### config.mk
export PLATFORM = sky130hd
export DESIGN_NAME = guard_timer
export DESIGN_NICKNAME = d
export VERILOG_FILES = /design/src/rtl/guard_timer_pkg.sv /design/src/rtl/guard_timer_prescale.sv /design/src/rtl/guard_timer_unlock.sv /design/src/rtl/guard_timer_interval.sv /design/src/rtl/guard_timer.sv
export SDC_FILE = /design/constraint.sdc
export NUM_CORES = 1
export LEC_CHECK = 0
export BUFFER_PORTS_ARGS = -buffer_cell sky130_fd_sc_hd__buf_2
export CAP_MARGIN = 25
export CORE_UTILIZATION = 40
export CTS_BUF_LIST = sky130_fd_sc_hd__clkbuf_8 sky130_fd_sc_hd__clkbuf_16
export CTS_CLUSTER_DIAMETER = 200
export DETAILED_ROUTE_END_ITERATION = 12
export REMOVE_ABC_BUFFERS = 1
export SETUP_SLACK_MARGIN = 0.05
export SYNTH_ARGS = -nofsm -noshare
export SYNTH_HDL_FRONTEND = slang
export SYNTH_SLANG_ARGS = --single-unit
### constraint.sdc
create_clock -name clk -period 3.7 [get_ports clk]
set_input_delay 0.185 -clock clk [delete_from_list [all_inputs] [get_ports clk]]
set_output_delay 0.185 -clock clk [all_outputs]
set_load 0.01 [all_outputs]
### src/rtl/guard_timer_pkg.sv
package guard_timer_pkg;
   typedef enum logic [1:0] {
      TA_IDLE = 2'd0,
      TA_HALF = 2'd1,
      TA_OPEN = 2'd2
   } ta_state_e;

   localparam int unsigned EN_BIT  = 2;
   localparam int unsigned RST_BIT = 0;
endpackage

### src/rtl/guard_timer_prescale.sv
module guard_timer_prescale #(
   parameter int unsigned DIV = 12
) (
   input  logic clk,
   input  logic rst_n,
   input  logic clr,
   output logic tick
);
   generate
      if (DIV == 1) begin : g_nodiv
         assign tick = 1'b1;
      end else begin : g_div
         localparam int unsigned PW = $clog2(DIV);
         localparam logic [PW-1:0] LAST = PW'(DIV - 1);
         logic [PW-1:0] pre_q;

         always_ff @(posedge clk or negedge rst_n) begin
            if (!rst_n) begin
               pre_q <= '0;
            end else if (clr || pre_q == LAST) begin
               pre_q <= '0;
            end else begin
               pre_q <= pre_q + 1'b1;
            end
         end

         assign tick = (pre_q == LAST) && !clr;
      end
   endgenerate
endmodule

### src/rtl/guard_timer_unlock.sv
module guard_timer_unlock
   import guard_timer_pkg::*;
#(
   parameter int unsigned DATA_W   = 8,
   parameter logic [DATA_W-1:0] KEY_A = 8'hAA,
   parameter logic [DATA_W-1:0] KEY_B = 8'h55,
   parameter int unsigned WIN_CLKS = 48
) (
   input  logic              clk,
   input  logic              rst_n,
   input  logic              wr_en,
   input  logic              wr_sel,
   input  logic [DATA_W-1:0] wr_data,
   output ta_state_e         state
);
   localparam int unsigned WW = $clog2(WIN_CLKS + 1);
   localparam logic [WW-1:0] WLOAD = WW'(WIN_CLKS - 1);

   ta_state_e     st_q, st_d;
   logic [WW-1:0] win_q, win_d;

   always_comb begin
      st_d  = st_q;
      win_d = win_q;
      unique case (st_q)
         TA_IDLE: begin
            if (wr_en && !wr_sel && wr_data == KEY_A) begin
               st_d  = TA_HALF;
               win_d = WLOAD;
            end
         end
         TA_HALF: begin
            if (wr_en) begin
               if (!wr_sel && wr_data == KEY_B) begin
                  st_d  = TA_OPEN;
                  win_d = WLOAD;
               end else begin
                  st_d = TA_IDLE;
               end
            end else if (win_q == '0) begin
               st_d = TA_IDLE;
            end else begin
               win_d = win_q - 1'b1;
            end
         end
         TA_OPEN: begin
            if (wr_en || win_q == '0) begin
               st_d = TA_IDLE;
            end else begin
               win_d = win_q - 1'b1;
            end
         end
         default: st_d = TA_IDLE;
      endcase
   end

   always_ff @(posedge clk or negedge rst_n) begin
      if (!rst_n) begin
         st_q  <= TA_IDLE;
         win_q <= '0;
      end else begin
         st_q  <= st_d;
         win_q <= win_d;
      end
   end

   assign state = st_q;
endmodule

### src/rtl/guard_timer_interval.sv
module guard_timer_interval #(
   parameter int unsigned TIMEOUT_MCYC = 122800,
   parameter int unsigned PULSE_CLKS   = 24
) (
   input  logic clk,
   input  logic rst_n,
   input  logic tick,
   input  logic restart,
   input  logic arm,
   output logic expire,
   output logic rst_out
);
   localparam int unsigned CW = $clog2(TIMEOUT_MCYC);
   localparam int unsigned PW = $clog2(PULSE_CLKS + 1);
   localparam logic [CW-1:0] CLAST = CW'(TIMEOUT_MCYC - 1);
   localparam logic [PW-1:0] PLOAD = PW'(PULSE_CLKS);

   logic [CW-1:0] cnt_q;
   logic [PW-1:0] pul_q;

   assign expire = tick && (cnt_q == CLAST) && !restart;

   always_ff @(posedge clk or negedge rst_n) begin
      if (!rst_n) begin
         cnt_q <= '0;
      end else if (restart || expire) begin
         cnt_q <= '0;
      end else if (tick) begin
         cnt_q <= cnt_q + 1'b1;
      end
   end

   always_ff @(posedge clk or negedge rst_n) begin
      if (!rst_n) begin
         pul_q <= '0;
      end else if (expire && arm) begin
         pul_q <= PLOAD;
      end else if (pul_q != '0) begin
         pul_q <= pul_q - 1'b1;
      end
   end

   assign rst_out = (pul_q != '0);
endmodule

### src/rtl/guard_timer.sv
module guard_timer
   import guard_timer_pkg::*;
#(
   parameter int unsigned DATA_W          = 8,
   parameter int unsigned CLKS_PER_MCYCLE = 12,
   parameter int unsigned TIMEOUT_MCYC    = 122800,
   parameter int unsigned WINDOW_MCYC     = 4,
   parameter int unsigned RST_MCYC        = 2,
   parameter logic [DATA_W-1:0] KEY_A     = 8'hAA,
   parameter logic [DATA_W-1:0] KEY_B     = 8'h55
) (
   input  logic              clk,
   input  logic              por_n,
   input  logic              wr_en,
   input  logic              wr_sel,
   input  logic [DATA_W-1:0] wr_data,
   output logic [DATA_W-1:0] ctrl_rdata,
   output logic              wdt_rst,
   output logic              wdt_flag
);
   localparam int unsigned WIN_CLKS   = WINDOW_MCYC * CLKS_PER_MCYCLE;
   localparam int unsigned PULSE_CLKS = RST_MCYC * CLKS_PER_MCYCLE;

   generate
      if (DATA_W <= EN_BIT) begin : g_bad_width
         $error("guard_timer: DATA_W too narrow for control bits");
      end
      if (CLKS_PER_MCYCLE < 1 || TIMEOUT_MCYC < 2) begin : g_bad_timing
         $error("guard_timer: prescale and timeout must be positive");
      end
      if (RST_MCYC < 1 || RST_MCYC >= TIMEOUT_MCYC) begin : g_bad_pulse
         $error("guard_timer: reset pulse must be shorter than the timeout");
      end
      if (WINDOW_MCYC < 1) begin : g_bad_window
         $error("guard_timer: unlock window must be at least one cycle");
      end
      if (KEY_A == KEY_B) begin : g_bad_keys
         $error("guard_timer: the two keys must differ");
      end
   endgenerate

   ta_state_e ta_state;
   logic      grant, restart, tick, expire, en_q, flag_q;

   guard_timer_unlock #(
      .DATA_W  (DATA_W),
      .KEY_A   (KEY_A),
      .KEY_B   (KEY_B),
      .WIN_CLKS(WIN_CLKS)
   ) u_unlock (
      .clk    (clk),
      .rst_n  (por_n),
      .wr_en  (wr_en),
      .wr_sel (wr_sel),
      .wr_data(wr_data),
      .state  (ta_state)
   );

   assign grant   = wr_en && wr_sel && (ta_state == TA_OPEN);
   assign restart = grant && wr_data[RST_BIT];

   guard_timer_prescale #(
      .DIV(CLKS_PER_MCYCLE)
   ) u_pre (
      .clk  (clk),
      .rst_n(por_n),
      .clr  (restart),
      .tick (tick)
   );

   guard_timer_interval #(
      .TIMEOUT_MCYC(TIMEOUT_MCYC),
      .PULSE_CLKS  (PULSE_CLKS)
   ) u_ivl (
      .clk    (clk),
      .rst_n  (por_n),
      .tick   (tick),
      .restart(restart),
      .arm    (en_q),
      .expire (expire),
      .rst_out(wdt_rst)
   );

   always_ff @(posedge clk or negedge por_n) begin
      if (!por_n) begin
         en_q <= 1'b0;
      end else if (grant) begin
         en_q <= wr_data[EN_BIT];
      end
   end

   always_ff @(posedge clk or negedge por_n) begin
      if (!por_n) begin
         flag_q <= 1'b0;
      end else if (expire && en_q) begin
         flag_q <= 1'b1;
      end
   end

   always_comb begin
      ctrl_rdata         = '0;
      ctrl_rdata[EN_BIT] = en_q;
   end

   assign wdt_flag = flag_q;
endmodule

==> flow_metrics.tcl <==
set metrics [dict create \
    post-route-period-util_pct 59.7 \
    cts_root_buf "clkbuf_8" \
    max_slew_margin_pct 46.8 \
    wl_um 3730 \
    cpMaxStageDelayCell "a2111o_1" \
    area_growth_pct 9.33 \
    cts_tree "yes" \
    yosys-top-cells-area "dfrtp_1 (43%), ha_1 (5.9%), nor2_1 (5.0%)" \
    grt_antenna_before_repair 0 \
    yosys.area.top_type_share_pct 42.8 \
    fill_cells 505 \
    yosysTopAreaCell "dfrtp_1" \
    cp-endpoint "u_ivl.cnt_q[10]" \
    maxCapViolCount 0 \
    clockBufferDepth 2 \
    grt_pass1_wl_um 6490 \
    netlist_instances 217 \
    drc 0 \
    avgSynthCellArea_um2 9.70 \
    required_ns 3.92 \
    tightest_slew_ns 0.798 \
    initial_utilization_pct 41.5 \
    antenna_cells 0 \
    synth_area_um2 2100 \
    viasPerCell 5.02 \
    grt_max_degree 37 \
    ys.flop_type "dfrtp_1" \
    cts_hold_buf 1 \
    ant_nets 0 \
    critical_path.max_fanout 9 \
    vdd.ir_drop.worst_mv 0.269 \
    numCtsBuffers 5 \
    leakagePower_nw 1.07 \
    fin_util_pct 45.3 \
    portBuffers 14 \
    end_kind "flop" \
    skew_ns 0.00436 \
    fin_tns_setup_ns 0 \
    seq_area_frac_synth_pct 42.8 \
    gp_congestion 0.751 \
    die_area_um2 5560 \
    yosysWarnings 0 \
    grtUsageTotal_pct 15.4 \
    status "completed" \
    die_h_um 74.5 \
    clk_pin_slew_ns 0.07 \
    synthTopCellsByCount "dfrtp_1 (36), nor2_1 (28), nand2_1 (16), inv_1 (13)" \
    period_needed_ns 2.21 \
    powerDensity_nw_per_um2 484 \
    yosysMostFrequentCell "dfrtp_1" \
    nNetsFinal 255 \
    rows 26 \
    cp-start-kind "flop" \
    post_cts_buffers 0 \
    grt_pass1_vias 1461 \
    r2r_end "u_ivl.cnt_q[10]" \
    htreeDepth 2 \
    grt_overflow 0 \
    core-area_um2 5070 \
    drt-pass1-iter-count 4 \
    multiInputGateArea_um2 1090 \
    slew_viol_final 0 \
    power_mw 1.11 \
    routedWlPerCell_um 12.3 \
    vias 1527 \
    dp_hpwl_um 2670 \
    regArea_um2 901 \
    rsz0062_at_grt "no" \
    hold_path_class "in2reg" \
    cts_sinks 36 \
    ys_async_sr_fraction_pct 100 \
    clock_latency_ns 0.29 \
    crit_arrival_ns 2.43 \
    r2r_start "u_unlock.state[0]" \
    worst-r2r-setup-slack_ns 1.49 \
    crit_path_max_incr_delay_ns 0.58 \
    cts_resized 0 \
    worstRegToRegCells 6 \
    critPathLaunch "u_unlock.state[0]" \
    synth_edf_count 0 \
    fmax_mhz 453 \
    drive_gt1_share_pct 14.1 \
    drt-initial-drc-count 112 \
    cp_cell_sequence "inv_1, ha_1, nand4_4, a2111o_1, or3_1, a21oi_2" \
    ios 22 \
    ys_ff_latch 36 \
    hold_viol_final 0 \
    critPathKind "reg2reg" \
    fp.dieW_um 74.5 \
    setup_viol_count_final 0 \
    yosysUniqueCellTypes 47 \
]
## registers in the layout, indices dropped and copies added, names as in the netlist
register and cells:
wdt_flag 1, u_ivl.pul_q 5, u_pre.g_div.pre_q 4, en_q 1
u_unlock.win_q 6, u_unlock.state 2, u_ivl.cnt_q 17
## critical path: cells and delay by family (launching register included)
kind | cells | cell delay, ns
buf+inv | 1 | 0.12
flops | 1 | 0.42
fa+ha+maj | 1 | 0.27
simple gates | 2 | 0.61
compound gates | 2 | 0.73
## area by class of cell
| class | instances | area share [%] |
|---|---|---|
| Multi-Input combinational cell | 162 | 47.5 |
| Sequential cell | 36 | 39.2 |
| Tap cell | 70 | 3.81 |
| Clock buffer | 6 | 3.59 |
| Timing Repair Buffer | 15 | 3.48 |
| Inverter | 13 | 2.12 |
| Clock inverter | 2 | 0.326 |
## metal layers
layer  wire (µm)  vias to the layer above  GRT usage, %
li1            -                      771             -
met4          72                        0          6.92
met3         135                        8          3.66
met2        1660                       32          23.3
met1        1870                      716          21.0
met5           0                        -             0
## cells by family after synthesis
kind of cell	Yosys count	synth area share, %
AO/OA/AOI/OAI	36	14.2
XOR/XNOR	17	7.07
adder cells (fa/ha/maj)	10	5.95
buffers and inverters	25	6.30
flip-flops	36	42.8
multiplexers	1	0.535
other	1	0.178
AND/OR/NAND/NOR	91	22.9
## power by group
group	internal, mW	switching (mW)
Clock	0.146	0.137
Combinational	0.142	0.179
Sequential	0.451	0.0581
## per-stage QoR
step	std cells	hold WS, ns	worst slack [ns]	cell area, µm²
after floorplan	211	-0.111	1.70	2040
after global placement	295	0.325	1.54	2200
after detailed placement	295	0.312	1.49	2200
after CTS	304	0.191	1.47	2300
after global routing	304	0.229	1.31	2300
final	304	0.196	1.49	2300
## worst min-delay path by stage
stage          cells past startpoint  startpoint             end
2_1_floorplan                      0       por_n            en_q
3_3_place_gp                       1       por_n  u_ivl.pul_q[3]
3_5_place_dp                       1       por_n  u_ivl.pul_q[2]
4_1_cts                            3  wr_data[2]            en_q
5_1_grt                            3  wr_data[2]            en_q
6_report                           3  wr_data[2]            en_q
## layout by cell type, fill, tap and decap left out, types with 6 or more instances in the layout
cell type and n:
nand3_1 10, nor2_1 28, clkbuf_8 6, ha_1 10, inv_1 15, conb_1 7, xor2_1 7, buf_2 14
nor3_1 6, dfrtp_1 36, nand2_1 16, a21oi_1 7, o21ai_0 8, xnor2_1 10
Power figures use the tool's default switching activity.
